### src/rtl/dma_chan_seq.sv
module dma_chan_seq #(
  parameter int AW = 32,
  parameter int CW = 28,
  parameter int MW = 4
) (
  input  logic          clk,
  input  logic          rst_n,
  input  logic          cfg_we,
  input  logic [2:0]    cfg_sel,
  input  logic [AW-1:0] cfg_wdata,
  input  logic          dreq,
  output logic          busy,
  output logic          xfer_valid,
  output logic [AW-1:0] xfer_rd_addr,
  output logic [AW-1:0] xfer_wr_addr,
  output logic [1:0]    xfer_size,
  output logic [CW-1:0] remain
);
  localparam int RW = CW + MW;
  localparam logic [2:0] SEL_RD = 3'd0, SEL_WR = 3'd1, SEL_CNT = 3'd2,
                         SEL_TRIG = 3'd3, SEL_CTRL = 3'd4;
  localparam logic [MW-1:0] MODE_SELF = MW'(1);
  localparam logic [MW-1:0] MODE_ENDLESS = {MW{1'b1}};

  logic [AW-1:0] rd_q, wr_q;
  logic [RW-1:0] reload_q;
  logic [5:0]    ctrl_q;
  logic [CW-1:0] remain_q;
  logic          busy_q;

  wire [MW-1:0] mode    = reload_q[RW-1:CW];
  wire          endless = (mode == MODE_ENDLESS);
  wire          selftrig = (mode == MODE_SELF);
  wire [1:0]    size_eff = (ctrl_q[1:0] == 2'd3) ? 2'd2 : ctrl_q[1:0];
  wire [AW-1:0] step = AW'(1) << size_eff;
  wire [1:0]    rd_type = {ctrl_q[3], ctrl_q[2]};
  wire [1:0]    wr_type = {ctrl_q[5], ctrl_q[4]};
  wire          last = (remain_q <= CW'(1));
  wire [CW-1:0] trig_cnt = cfg_wdata[CW-1:0];
  wire [MW-1:0] trig_mode = cfg_wdata[RW-1:CW];

  function automatic logic [AW-1:0] next_addr(input logic [AW-1:0] a,
                                              input logic [1:0] t,
                                              input logic [AW-1:0] s);
    case (t)
      2'd0:    next_addr = a;
      2'd1:    next_addr = a + s;
      2'd2:    next_addr = a + (s << 1);
      default: next_addr = a - s;
    endcase
  endfunction

  assign busy         = busy_q;
  assign xfer_valid   = busy_q & dreq;
  assign xfer_rd_addr = rd_q;
  assign xfer_wr_addr = wr_q;
  assign xfer_size    = ctrl_q[1:0];
  assign remain       = remain_q;

  always_ff @(posedge clk or negedge rst_n) begin
    if (!rst_n) begin
      rd_q     <= '0;
      wr_q     <= '0;
      reload_q <= '0;
      ctrl_q   <= '0;
      remain_q <= '0;
      busy_q   <= 1'b0;
    end else begin
      if (xfer_valid) begin
        rd_q <= next_addr(rd_q, rd_type, step);
        wr_q <= next_addr(wr_q, wr_type, step);
        if (!endless) begin
          if (last) begin
            if (selftrig) begin
              remain_q <= reload_q[CW-1:0];
              busy_q   <= |reload_q[CW-1:0];
            end else begin
              remain_q <= '0;
              busy_q   <= 1'b0;
            end
          end else begin
            remain_q <= remain_q - CW'(1);
          end
        end
      end
      if (cfg_we) begin
        case (cfg_sel)
          SEL_RD:   rd_q <= cfg_wdata;
          SEL_WR:   wr_q <= cfg_wdata;
          SEL_CNT: begin
            reload_q <= cfg_wdata[RW-1:0];
            remain_q <= trig_cnt;
          end
          SEL_TRIG: begin
            reload_q <= cfg_wdata[RW-1:0];
            remain_q <= trig_cnt;
            busy_q   <= (|trig_cnt) | (trig_mode == MODE_ENDLESS);
          end
          SEL_CTRL: ctrl_q <= cfg_wdata[5:0];
          default: ;
        endcase
      end
    end
  end

  AST_RD_HOLD: assert property (@(posedge clk) disable iff (!rst_n)
    (xfer_valid && !cfg_we && rd_type == 2'd0) |=> $stable(xfer_rd_addr));
  AST_WR_REVERSE: assert property (@(posedge clk) disable iff (!rst_n)
    (xfer_valid && !cfg_we && wr_type == 2'd3) |=> xfer_wr_addr == $past(xfer_wr_addr) - $past(step));
  AST_COUNT_DOWN: assert property (@(posedge clk) disable iff (!rst_n)
    (xfer_valid && !cfg_we && !endless && !last) |=> remain == $past(remain) - CW'(1));
  AST_LAST_STOPS: assert property (@(posedge clk) disable iff (!rst_n)
    (xfer_valid && !cfg_we && !endless && !selftrig && last) |=> !busy);
  AST_ENDLESS_RUNS: assert property (@(posedge clk) disable iff (!rst_n)
    (busy && endless && !cfg_we) |=> (busy && $stable(remain)));
  AST_TRIG_START: assert property (@(posedge clk) disable iff (!rst_n)
    (cfg_we && cfg_sel == SEL_TRIG && trig_cnt != '0) |=> busy);
  AST_PLAIN_NO_START: assert property (@(posedge clk) disable iff (!rst_n)
    (cfg_we && cfg_sel == SEL_CNT && !busy) |=> !busy);
endmodule

### config.mk
export PLATFORM = sky130hd
export DESIGN_NAME = dma_chan_seq
export DESIGN_NICKNAME = d
export VERILOG_FILES = /design/src/rtl/dma_chan_seq.sv
export SDC_FILE = /design/constraint.sdc
export NUM_CORES = 1
export LEC_CHECK = 0
export BUFFER_PORTS_ARGS = -buffer_cell sky130_fd_sc_hd__buf_4
export CAP_MARGIN = 15
export CORE_AREA = 2 2 134 235
export CTS_CLUSTER_SIZE = 14
export DETAILED_ROUTE_END_ITERATION = 6
export DIE_AREA = 0 0 136 237
export GPL_ROUTABILITY_DRIVEN = 0
export HOLD_SLACK_MARGIN = 0.05
export PLACE_DENSITY_LB_ADDON = 0.15
export SLEW_MARGIN = 0
export SYNTH_ARGS = -nofsm -noshare
export SYNTH_HDL_FRONTEND = slang
export SYNTH_SLANG_ARGS = --single-unit
### constraint.sdc
create_clock -name clk -period 7.3 [get_ports clk]
set_input_delay 2.19 -clock clk [delete_from_list [all_inputs] [get_ports clk]]
set_output_delay 2.19 -clock clk [all_outputs]
set_load 0.03 [all_outputs]
### Word-level counts from Yosys, hierarchy flattened

Cells that the tools add are included.

* latch bits: 0
* input bits: 39
* RAM bits: 0
* register bits: 131
* memories kept: 0
* word-level logic and storage cells: 58
* output and inout port bits: 96
* bits in read-only memories: 0

* equal/unequal tests: 12
* $lt $le $gt $ge: 1
* add/subtract/negate cells: 7
* multiplexer cells: 21
* shift-type cells: 1
* bitwise operators: 2
* multiply operators: 0
* reduce and logical (&&, ||, !) cells: 8
* divide/modulo/power cells: 0

Operator list (number)
* $mux W32: 6
* $pmux W32 S3: 2
* $mux W28: 6
* $add A32 B32 Y32: 4
* $sub A32 B32 Y32: 2
* $reduce_or A28 Y1: 2
* $shl A1 B2 Y32 const A: 1
* $le A28 B1 Y1 const B: 1
* $sub A28 B1 Y28 const B: 1
* $eq A4 B4 Y1 const B: 2
* $eq A2 B2 Y1 const B: 3
* $eq A3 B2 Y1 const B: 2
* $mux W1: 6
* $eq A2 B1 Y1 const B: 2
* $eq A4 B1 Y1 const B: 1
* $logic_not A2 Y1: 2
* $reduce_and A2 Y1: 2
* $eq A3 B1 Y1 const B: 1
* $eq A3 B3 Y1 const B: 1
* $logic_not A3 Y1: 1
* $mux W2: 1
* $reduce_or A2 Y1: 1
* $and A1 B1 Y1: 1
* $or A1 B1 Y1: 1

### Logic depth before layout (Yosys ltp)

Gate-level depths: netlist (run 1).

* depth in word-level cells: 8
* mapped depth: 18
* mapped depth without buffers: 16

### Worst setup path after synthesis (run 1)

OpenSTA, ideal clock, no wires.

* path type: input -> output
* start point: in dreq
* end point: out xfer_valid
* path slack: 1.680 ns
* data required time: 5.110 ns
* stages: 5
* arrival: 3.430 ns
* path through: nand2_1 > inv_1 > clkbuf_1 > clkbuf_1 > clkbuf_1

* cells in the longest elaborated chain, start to end: 1

Ends and longest elaborated chain
* start: declaration: RTL line 11 `input logic dreq,`
* $and A1 B1 Y1: RTL line 54 `assign xfer_valid = busy_q & dreq;`
* end: declaration: RTL line 13 `output logic xfer_valid,`

No other way between the ends.

### Final worst setup path (run 1)

Same ends and word-level chain as after synthesis.

==> metrics.yaml, run 1 <==
grt_pass1_vias: 11670
cts_num_sinks: 131
layout-area-overhead-vs-synth_pct: 16.5
synth_area_leaders: "sky130_fd_sc_hd__dfrtp_1 (29%), sky130_fd_sc_hd__nand2_1 (7.8%), sky130_fd_sc_hd__ha_1 (7.7%)"
floorplan.initialDensity_pct: 37.5
ys_types: 70
async_reset_ff_share_pct: 100
path_class: "input pin to primary output"
critical-path-top-cell-by-count: "sky130_fd_sc_hd__buf_4"
num_antenna_cells: 0
cts_repair_resize_count: 0
stdcell_area_sq_um: 13300
final.setup.tns_ns: 0
routed_wire_length_per_instance_microns: 20.8
final_layout_size_suffix_gt1_share_pct: 12.4
synth_area_sq_um: 11400
dr.pass1.iters: 5
post_drt_antenna_nets: 0
via_count: 12129
global_route.usage.total_pct: 26.2
post_synth_edffs: 0
cts_root_buf: "sky130_fd_sc_hd__clkbuf_16"
placement.cell_area_sq_um: 12700
unrepaired_setup_endpoints_after_global_routing: "no"
timing.clock.skew_ns: 0.00657
worstSkewPairLatency_ns: 0.45
nNetsFinal: 1731
io_pins: 135
run_status: "completed"
slew_headroom_pct: 28.9
finalWorstPathRequiredPeriod_ns: 4.93
power.static_leakage_nw: 5.63
postSynthRegisterBits: 131
wirelength_microns: 42000
syn-mean-instance-area_sq_um: 7.45
yosys_warnings: 0
min_period_over_period_pct: 67.6
cts.repair_timing.setup_buffer_count: 0
pin_count_of_the_biggest_net_entering_global_routing: 77
cts_tree: "built"
drt_first_iter_violations: 691
grt_antenna_before_repair: 0
chipHeight_microns: 237
worstMarginPinSlew_ns: 1.07
timing.critical_path.cells: "buf_4, nand2_2, inv_1, buf_4"
achievable-frequency_ghz: 0.203
cap_violations: 0
top_cell_type_s_share_of_synthesized_area_pct: 28.7
placeableCoreArea_sq_um: 30400
cts.clk_slew.worst_paths_ns: 0.06
finalSetupViolations: 0
synth_top_flop_cell: "sky130_fd_sc_hd__dfrtp_1"
cp-start-kind: "input pin"
yosys-top-cells-count: "sky130_fd_sc_hd__nand2_1 (237), sky130_fd_sc_hd__a21oi_1 (158), sky130_fd_sc_hd__nor2_1 (140), sky130_fd_sc_hd__o21ai_0 (135), sky130_fd_sc_hd__dfrtp_1 (131)"
drv_slew: 0
postCtsHoldBufs: 0
vdd_ir_drop_max_uv: 209
overflow: 0
fp.dieW_microns: 136
number_of_fill_cells_in_the_layout: 3186
required_time_reported_for_the_critical_path_endpoint_ns: 5.11
floorplan.rows: 85
floorplan.die_area_sq_um: 32200
drcViolationCount: 0
htree_levels: 4
synth.largest_area_cell: "sky130_fd_sc_hd__dfrtp_1"
yosysSeqAreaShare_pct: 28.7
timing.critical_path.slowest_cell_delay_ns: 0.20
vias_per_cell: 6.00
crit_path_max_fanout: 3
detailed_place_hpwl_microns: 31400
total_power_per_unit_cell_area_nw_per_um2: 474
count_of_mapped_cells_out_of_synthesis: 1531
timing.final.hold_violations: 0
report.power.total_mw: 6.30
cts_made_buffers: 17
crit_slowest_cell: "sky130_fd_sc_hd__buf_4"
placement.io_buffers: 134
clock_tree.buffer_depth: 2
cp.arrival_ns: 2.74
synth_most_common_cell: "sky130_fd_sc_hd__nand2_1"
worst_setup_path_end_kind: "primary output"
hold_class: "register to register"
grt_pass1_wl_microns: 65100
-- final timing paths --
check / from / end / slack, ns / cells after the start
max: dreq / xfer_valid / 2.37 / 4
min: reload_q[27] / reload_q[27] / 0.51 / 2
max reg2reg: ctrl_q[4] / xfer_wr_addr[28] / 2.89 / 15
min reg2reg: reload_q[27] / reload_q[27] / 0.51 / 2
max in group asynchronous: rst_n / remain[23] / 4.18 / 2
min in group asynchronous: rst_n / reload_q[8] / 1.78 / 1
-- cells in the final DEF (no fill, tap or decap), types with 37 or more instances in the layout --
| master | Yosys | layout |
|---|---|---|
| sky130_fd_sc_hd__a21oi_1 | 158 | 158 |
| sky130_fd_sc_hd__buf_4 | 2 | 151 |
| sky130_fd_sc_hd__dfrtp_1 | 131 | 131 |
| sky130_fd_sc_hd__ha_1 | 70 | 70 |
| sky130_fd_sc_hd__nand2_1 | 237 | 236 |
| sky130_fd_sc_hd__nand3_1 | 44 | 44 |
| sky130_fd_sc_hd__nor2_1 | 140 | 139 |
| sky130_fd_sc_hd__nor3_1 | 43 | 41 |
| sky130_fd_sc_hd__o21ai_0 | 135 | 134 |
| sky130_fd_sc_hd__xnor2_1 | 37 | 37 |
-- report_power, final --
part | total [mW] | switching [mW] | internal [mW]
Clock | 0.847 | 0.343 | 0.504
Combinational | 4.01 | 2.38 | 1.63
Sequential | 1.45 | 0.475 | 0.976
-- state kept, by name, summed over array words and instances, names as in the netlist --
register / count
busy: 1
xfer_wr_addr: 32
xfer_rd_addr: 32
ctrl_q: 6
reload_q: 32
remain: 28
-- layout make-up --
type / instances / area (sq um) / area share (%)
sequential: 131 / 3280 / 24.7
multi-input combinational: 1281 / 7690 / 57.9
clock buffer: 20 / 447 / 3.36
timing repair buffer: 152 / 1140 / 8.61
clock inverter: 11 / 113 / 0.847
inverter: 35 / 131 / 0.988
tap: 391 / 489 / 3.68
-- layer usage --
metal	vias up	GRT usage, %	part of all wire, %
met5	-	0	0
met4	0	14.0	5.2
met3	110	3.66	5.7
met2	440	46.7	52
met1	5774	29.6	37
li1	5805	-	-
-- critical path: cells and delay by family --
kind,cells,cell delay (ns)
buffers and inverters,3,0.49
and+or+nand+nor,1,0.05
-- cell families (layout without fill, tap and decap cells) --
logic type,after synthesis,count (layout),share of synthesized area (%)
adder cells (fa/ha/maj),75,75,8.46
AND/OR/NAND/NOR,589,589,23.3
flip-flops,131,131,28.7
XOR/XNOR,62,62,4.76
other,1,2,0.0329
buffers and inverters,120,218,4.12
multiplexers,13,13,1.20
AO/OA/AOI/OAI,540,540,29.4
-- per-stage QoR --
stage / util, % / hold WS, ns / setup slack [ns] / cells
2_1_floorplan: - / 0.460 / 1.68 / 1532
5_1_grt: 43.7 / 0.523 / 2.34 / 2021
4_1_cts: 43.7 / 0.508 / 2.35 / 2021
3_5_place_dp: 41.9 / 0.492 / 2.35 / 1990
6_report: 43.7 / 0.510 / 2.37 / 2021
3_3_place_gp: 41.9 / 0.484 / 2.35 / 1990
(Power assumes the default switching activity.)
==> inputs of run 2 (changes only) <==
Clock period 7.3 ns to 4.16 ns, I/O delays scaled along.
==> run 2 against run 1 <==
Effect of this change:
- power increased by 81%
- clock power increased by 95%
- highest routed layer unchanged
- critical path type is now register to register
- global-route usage increased by 0.99 points
- largest power group unchanged
==> metrics.yaml, run 2 (same netlist as run 1, synthesis figures left out) <==
achievable-frequency_ghz: 0.257
pre_cts_slack_ns: 0.239
route.layer.met1.wl_microns: 16200
cts_num_sinks: 131
placeableCoreArea_sq_um: 30400
number_of_fill_cells_in_the_layout: 3157
pin_count_of_the_biggest_net_entering_global_routing: 80
drcViolationCount: 0
finish.cell_count_without_fillers: 2040
clock_tree.buffer_depth: 2
floorplan.initialDensity_pct: 37.5
wirelength_microns: 43800
cts_root_buf: "sky130_fd_sc_hd__clkbuf_16"
cap_violations: 0
met2RoutedLength_microns: 22700
num_antenna_cells: 0
floorplan.die_area_sq_um: 32200
io_pins: 135
placement.io_buffers: 134
slew_headroom_pct: 30.8
unrepaired_setup_endpoints_after_global_routing: "no"
layout-area-overhead-vs-synth_pct: 18.6
power.clock.fraction_pct: 14.5
cp.arrival_ns: 4.22
finalSetupViolations: 0
cts_made_buffers: 17
worst-path-buf-inv: 1
report.power.total_mw: 11.4
final.setup.tns_ns: 0
cp-start-kind: "register"
post_drt_antenna_nets: 0
grt_pass1_wl_microns: 67300
internal_portion_of_total_power_mw: 5.67
htree_levels: 4
overflow: 0
worstSkewPairLatency_ns: 0.45
routed-wl-met3_microns: 2050
grt_antenna_before_repair: 0
worst_setup_path_end_kind: "register"
place_inst: 2008
global_route.usage.total_pct: 27.2
worstMarginPinSlew_ns: 1.04
final.hold.worst_slack_ns: 0.508
routed_wire_length_per_instance_microns: 21.4
required_time_reported_for_the_critical_path_endpoint_ns: 4.49
finalWorstPathRequiredPeriod_ns: 3.89
pwr-share-seq_pct: 22.2
fp.dieW_microns: 136
chipHeight_microns: 237
cpLargestDelayFamily: "compound AO/OA/AOI/OAI gates"
run_status: "completed"
final_layout_size_suffix_gt1_share_pct: 13.5
min_period_over_period_pct: 93.4
route.top_layer_used: "met4"
vias_per_cell: 6.04
drv_slew: 0
postCtsHoldBufs: 0
nNetsFinal: 1749
cts.clk_slew.worst_paths_ns: 0.06
floorplan.rows: 85
dr.pass1.iters: 7
timing.critical_path.slowest_cell_delay_ns: 0.60
final_common_cell: "sky130_fd_sc_hd__nand2_1"
path_class: "register to register"
total_power_per_unit_cell_area_nw_per_um2: 842
via_count: 12327
cts_tree: "built"
power.static_leakage_nw: 5.76
crit_path_max_fanout: 13
grt_pass1_vias: 12309
crit_slowest_cell: "sky130_fd_sc_hd__o311ai_0"
timing.critical_path.cells: "inv_1, or3_1, ha_1, nand2b_1, a21oi_1, o311ai_0, a31oi_1, a221o_1, a21o_1, a21oi_1, xnor2_1, a221o_1"
vdd_ir_drop_max_uv: 423
power_frac_comb_pct: 63.3
placement.cell_area_sq_um: 12900
power_switching_share_pct: 50.2
timing.clock.skew_ns: 0.0101
stdcell_area_sq_um: 13500
hold_class: "register to register"
most_frequent_cells_in_the_layout: "sky130_fd_sc_hd__nand2_1 (236), sky130_fd_sc_hd__buf_4 (167), sky130_fd_sc_hd__a21oi_1 (158), sky130_fd_sc_hd__nor2_1 (139), sky130_fd_sc_hd__o21ai_0 (134)"
detailed_place_hpwl_microns: 33100
drt_first_iter_violations: 714
power.switching_mw: 5.72
timing.final.hold_violations: 0
cts.repair_timing.setup_buffer_count: 0
postLayoutCoreUtil_pct: 44.5
final_critical_path_setup_slack_ns: 0.273
-- run 2: final timing paths --
check | cells past startpoint | endpoint | startpoint | slack [ns]
worst min register to register | 2 | reload_q[6] | reload_q[6] | 0.51
worst min-delay path | 2 | reload_q[6] | reload_q[6] | 0.51
worst max-delay path | 12 | xfer_rd_addr[26] | ctrl_q[2] | 0.27
worst max register to register | 12 | xfer_rd_addr[26] | ctrl_q[2] | 0.27
min in group asynchronous | 1 | reload_q[1] | rst_n | 0.74
max in group asynchronous | 2 | xfer_rd_addr[27] | rst_n | 2.54
-- run 2: metal layers --
metal	vias up	global-route usage [%]
met5	-	0
met3	147	3.75
met1	5902	29.5
met2	430	48.5
met4	0	17.4
li1	5848	-
-- run 2: area by class of cell --
type	count	area, sq um	share of cell area [%]
flip-flops and latches	131	3280	24.2
well taps	391	489	3.61
repair buffers	170	1310	9.64
clock inverters	7	119	0.878
clock buffers	25	515	3.81
multi-input cells	1281	7700	56.9
inverters	35	131	0.971
-- run 2: repair_timing --
action	in CTS	in global routing
endpoints found under the setup margin	0	1
endpoints found under the hold margin	0	0
resized for setup	0	1
-- run 2: power groups by stage --
| stage | combinational (mW) | clock [mW] | sequential, mW |
|---|---|---|---|
| after floorplan | 4.45 | 0 | 2.99 |
| after global placement | 7.08 | 0 | 2.53 |
| after detailed placement | 7.13 | 0 | 2.52 |
| after CTS | 7.16 | 1.68 | 2.51 |
| after global routing | 7.88 | 1.72 | 2.60 |
| final | 7.21 | 1.65 | 2.53 |
-- run 2: worst reg2reg max path, cell delays in order, from the launching register on --
cell,delay (ns)
sky130_fd_sc_hd__dfrtp_1,0.56
sky130_fd_sc_hd__inv_1,0.10
sky130_fd_sc_hd__or3_1,0.38
sky130_fd_sc_hd__ha_1,0.33
sky130_fd_sc_hd__nand2b_1,0.14
sky130_fd_sc_hd__a21oi_1,0.10
sky130_fd_sc_hd__o311ai_0,0.60
sky130_fd_sc_hd__a31oi_1,0.30
sky130_fd_sc_hd__a221o_1,0.42
sky130_fd_sc_hd__a21o_1,0.24
sky130_fd_sc_hd__a21oi_1,0.19
sky130_fd_sc_hd__xnor2_1,0.09
sky130_fd_sc_hd__a221o_1,0.32
==> inputs of run 3 (changes only) <==
Settings changed: REMOVE_ABC_BUFFERS set to 1.
==> run 3 against run 2 <==
Effect of this change:
- die area is the same
- clock skew shrank 0.00064 ns
- critical path depth is the same
- worst hold slack lost 0.0095 ns
- cell area shrank 0.33%
- worst setup slack gained 0.00058 ns
- clock power shrank 2%
- register-to-register slack is essentially flat
==> metrics.yaml, run 3 (same netlist as run 1, synthesis figures left out) <==
grt_antenna_before_repair: 0
report.power.total_mw: 11.4
power.switching_mw: 5.73
final.setup.tns_ns: 0
final_common_cell: "sky130_fd_sc_hd__nand2_1"
path_class: "register to register"
required_time_reported_for_the_critical_path_endpoint_ns: 4.49
cts_repair_resize_count: 0
drcViolationCount: 0
overflow: 0
cts_made_buffers: 17
worstSkewPairLatency_ns: 0.45
power_frac_comb_pct: 63.7
floorplan.rows: 85
drt_first_iter_violations: 705
routed_wire_length_per_instance_microns: 21.4
vdd_ir_drop_max_uv: 440
run_status: "completed"
whs_path_depth: 2
final.hold.worst_slack_ns: 0.499
pwr-share-seq_pct: 22.1
finish.cell_count_without_fillers: 2039
via_count: 12186
internal_portion_of_total_power_mw: 5.64
finalSetupViolations: 0
pin_count_of_the_biggest_net_entering_global_routing: 58
worst_setup_path_end_kind: "register"
ff2ff_path_depth: 12
total_power_per_unit_cell_area_nw_per_um2: 842
power.clock.fraction_pct: 14.1
cts_root_buf: "sky130_fd_sc_hd__clkbuf_16"
cts.clk_slew.worst_paths_ns: 0.06
fp.dieW_microns: 136
vias_per_cell: 5.98
wirelength_microns: 43600
place_inst: 2007
floorplan.die_area_sq_um: 32200
nNetsFinal: 1748
hold_class: "register to register"
timing.clock.skew_ns: 0.00942
unrepaired_setup_endpoints_after_global_routing: "no"
num_antenna_cells: 0
power.static_leakage_nw: 5.75
clock_tree.buffer_depth: 2
post_drt_antenna_nets: 0
cp.arrival_ns: 4.22
detailed_place_hpwl_microns: 33200
layout-area-overhead-vs-synth_pct: 18.2
cp-start-kind: "register"
grt_pass1_vias: 11984
postCtsHoldBufs: 0
dr.pass1.iters: 5
floorplan.initialDensity_pct: 37.5
achievable-frequency_ghz: 0.257
io_pins: 135
cts_num_sinks: 131
cts_tree: "built"
global_route.usage.total_pct: 27.1
final_layout_size_suffix_gt1_share_pct: 13.4
most_frequent_cells_in_the_layout: "sky130_fd_sc_hd__nand2_1 (236), sky130_fd_sc_hd__buf_4 (167), sky130_fd_sc_hd__a21oi_1 (158), sky130_fd_sc_hd__nor2_1 (139), sky130_fd_sc_hd__o21ai_0 (134)"
chipHeight_microns: 237
power_switching_share_pct: 50.4
cap_violations: 0
timing.final.hold_violations: 0
cts.repair_timing.setup_buffer_count: 0
slew_headroom_pct: 36.1
crit_path_max_fanout: 21
finalWorstPathRequiredPeriod_ns: 3.89
drv_slew: 0
grt_pass1_wl_microns: 67300
placeableCoreArea_sq_um: 30400
htree_levels: 4
placement.io_buffers: 134
min_period_over_period_pct: 93.4
worstMarginPinSlew_ns: 0.958
## run 3: power by group through the flow
stage               Sequential [mW]  Combinational (mW)  Clock (mW)
floorplan                      3.05                4.35           0
global placement               2.52                7.11           0
detailed placement             2.52                7.18           0
CTS                            2.51                7.21        1.63
global route                   2.60                7.93        1.67
finish                         2.52                7.24        1.61
## run 3: worst paths after layout
kind	start	slack, ns	endpoint
worst max-delay path	ctrl_q[2]	0.27	xfer_rd_addr[26]
worst min-delay path	reload_q[31]	0.50	reload_q[31]
max in group asynchronous	rst_n	2.55	ctrl_q[1]
min in group asynchronous	rst_n	0.79	reload_q[23]
worst max register to register	ctrl_q[2]	0.27	xfer_rd_addr[26]
worst min register to register	reload_q[31]	0.50	reload_q[31]
## run 3: cell type report
class	count	area, sq um
Tap cell	391	489
Fill cell	3193	16900
Clock inverter	9	126
Inverter	35	131
Multi-Input combinational cell	1281	7690
Clock buffer	23	488
Sequential cell	131	3280
Timing Repair Buffer	169	1280
## run 3: metrics by stage
step | util (%) | setup slack, ns | instance area [sq um]
floorplan | - | -1.03 | 11100
global placement | 42.3 | 0.358 | 12900
detailed placement | 42.3 | 0.256 | 12900
CTS | 44.3 | 0.251 | 13500
global route | 44.3 | 0.00674 | 13500
finish | 44.3 | 0.274 | 13500
## run 3: worst max-delay path, stage by stage (launching register included)
cell and delay, ns:
sky130_fd_sc_hd__dfrtp_1 0.34, sky130_fd_sc_hd__buf_4 0.25, sky130_fd_sc_hd__nand2_1 0.27, sky130_fd_sc_hd__ha_1 0.40, sky130_fd_sc_hd__a211oi_1 0.23, sky130_fd_sc_hd__inv_1 0.08, sky130_fd_sc_hd__o311ai_0 0.68, sky130_fd_sc_hd__a31oi_1 0.29
sky130_fd_sc_hd__a221o_1 0.45, sky130_fd_sc_hd__a21o_1 0.23, sky130_fd_sc_hd__a21oi_1 0.18, sky130_fd_sc_hd__xnor2_1 0.08, sky130_fd_sc_hd__a221o_1 0.32
## run 3: metal layers
layer | wire (microns) | vias up | share of wire (%) | track usage [%]
li1 | - | 5835 | - | -
met1 | 15800 | 5783 | 36 | 28.9
met2 | 22900 | 433 | 53 | 49.3
met3 | 2180 | 135 | 5.0 | 4.39
met4 | 2700 | 0 | 6.2 | 16.2
met5 | 0 | - | 0 | 0
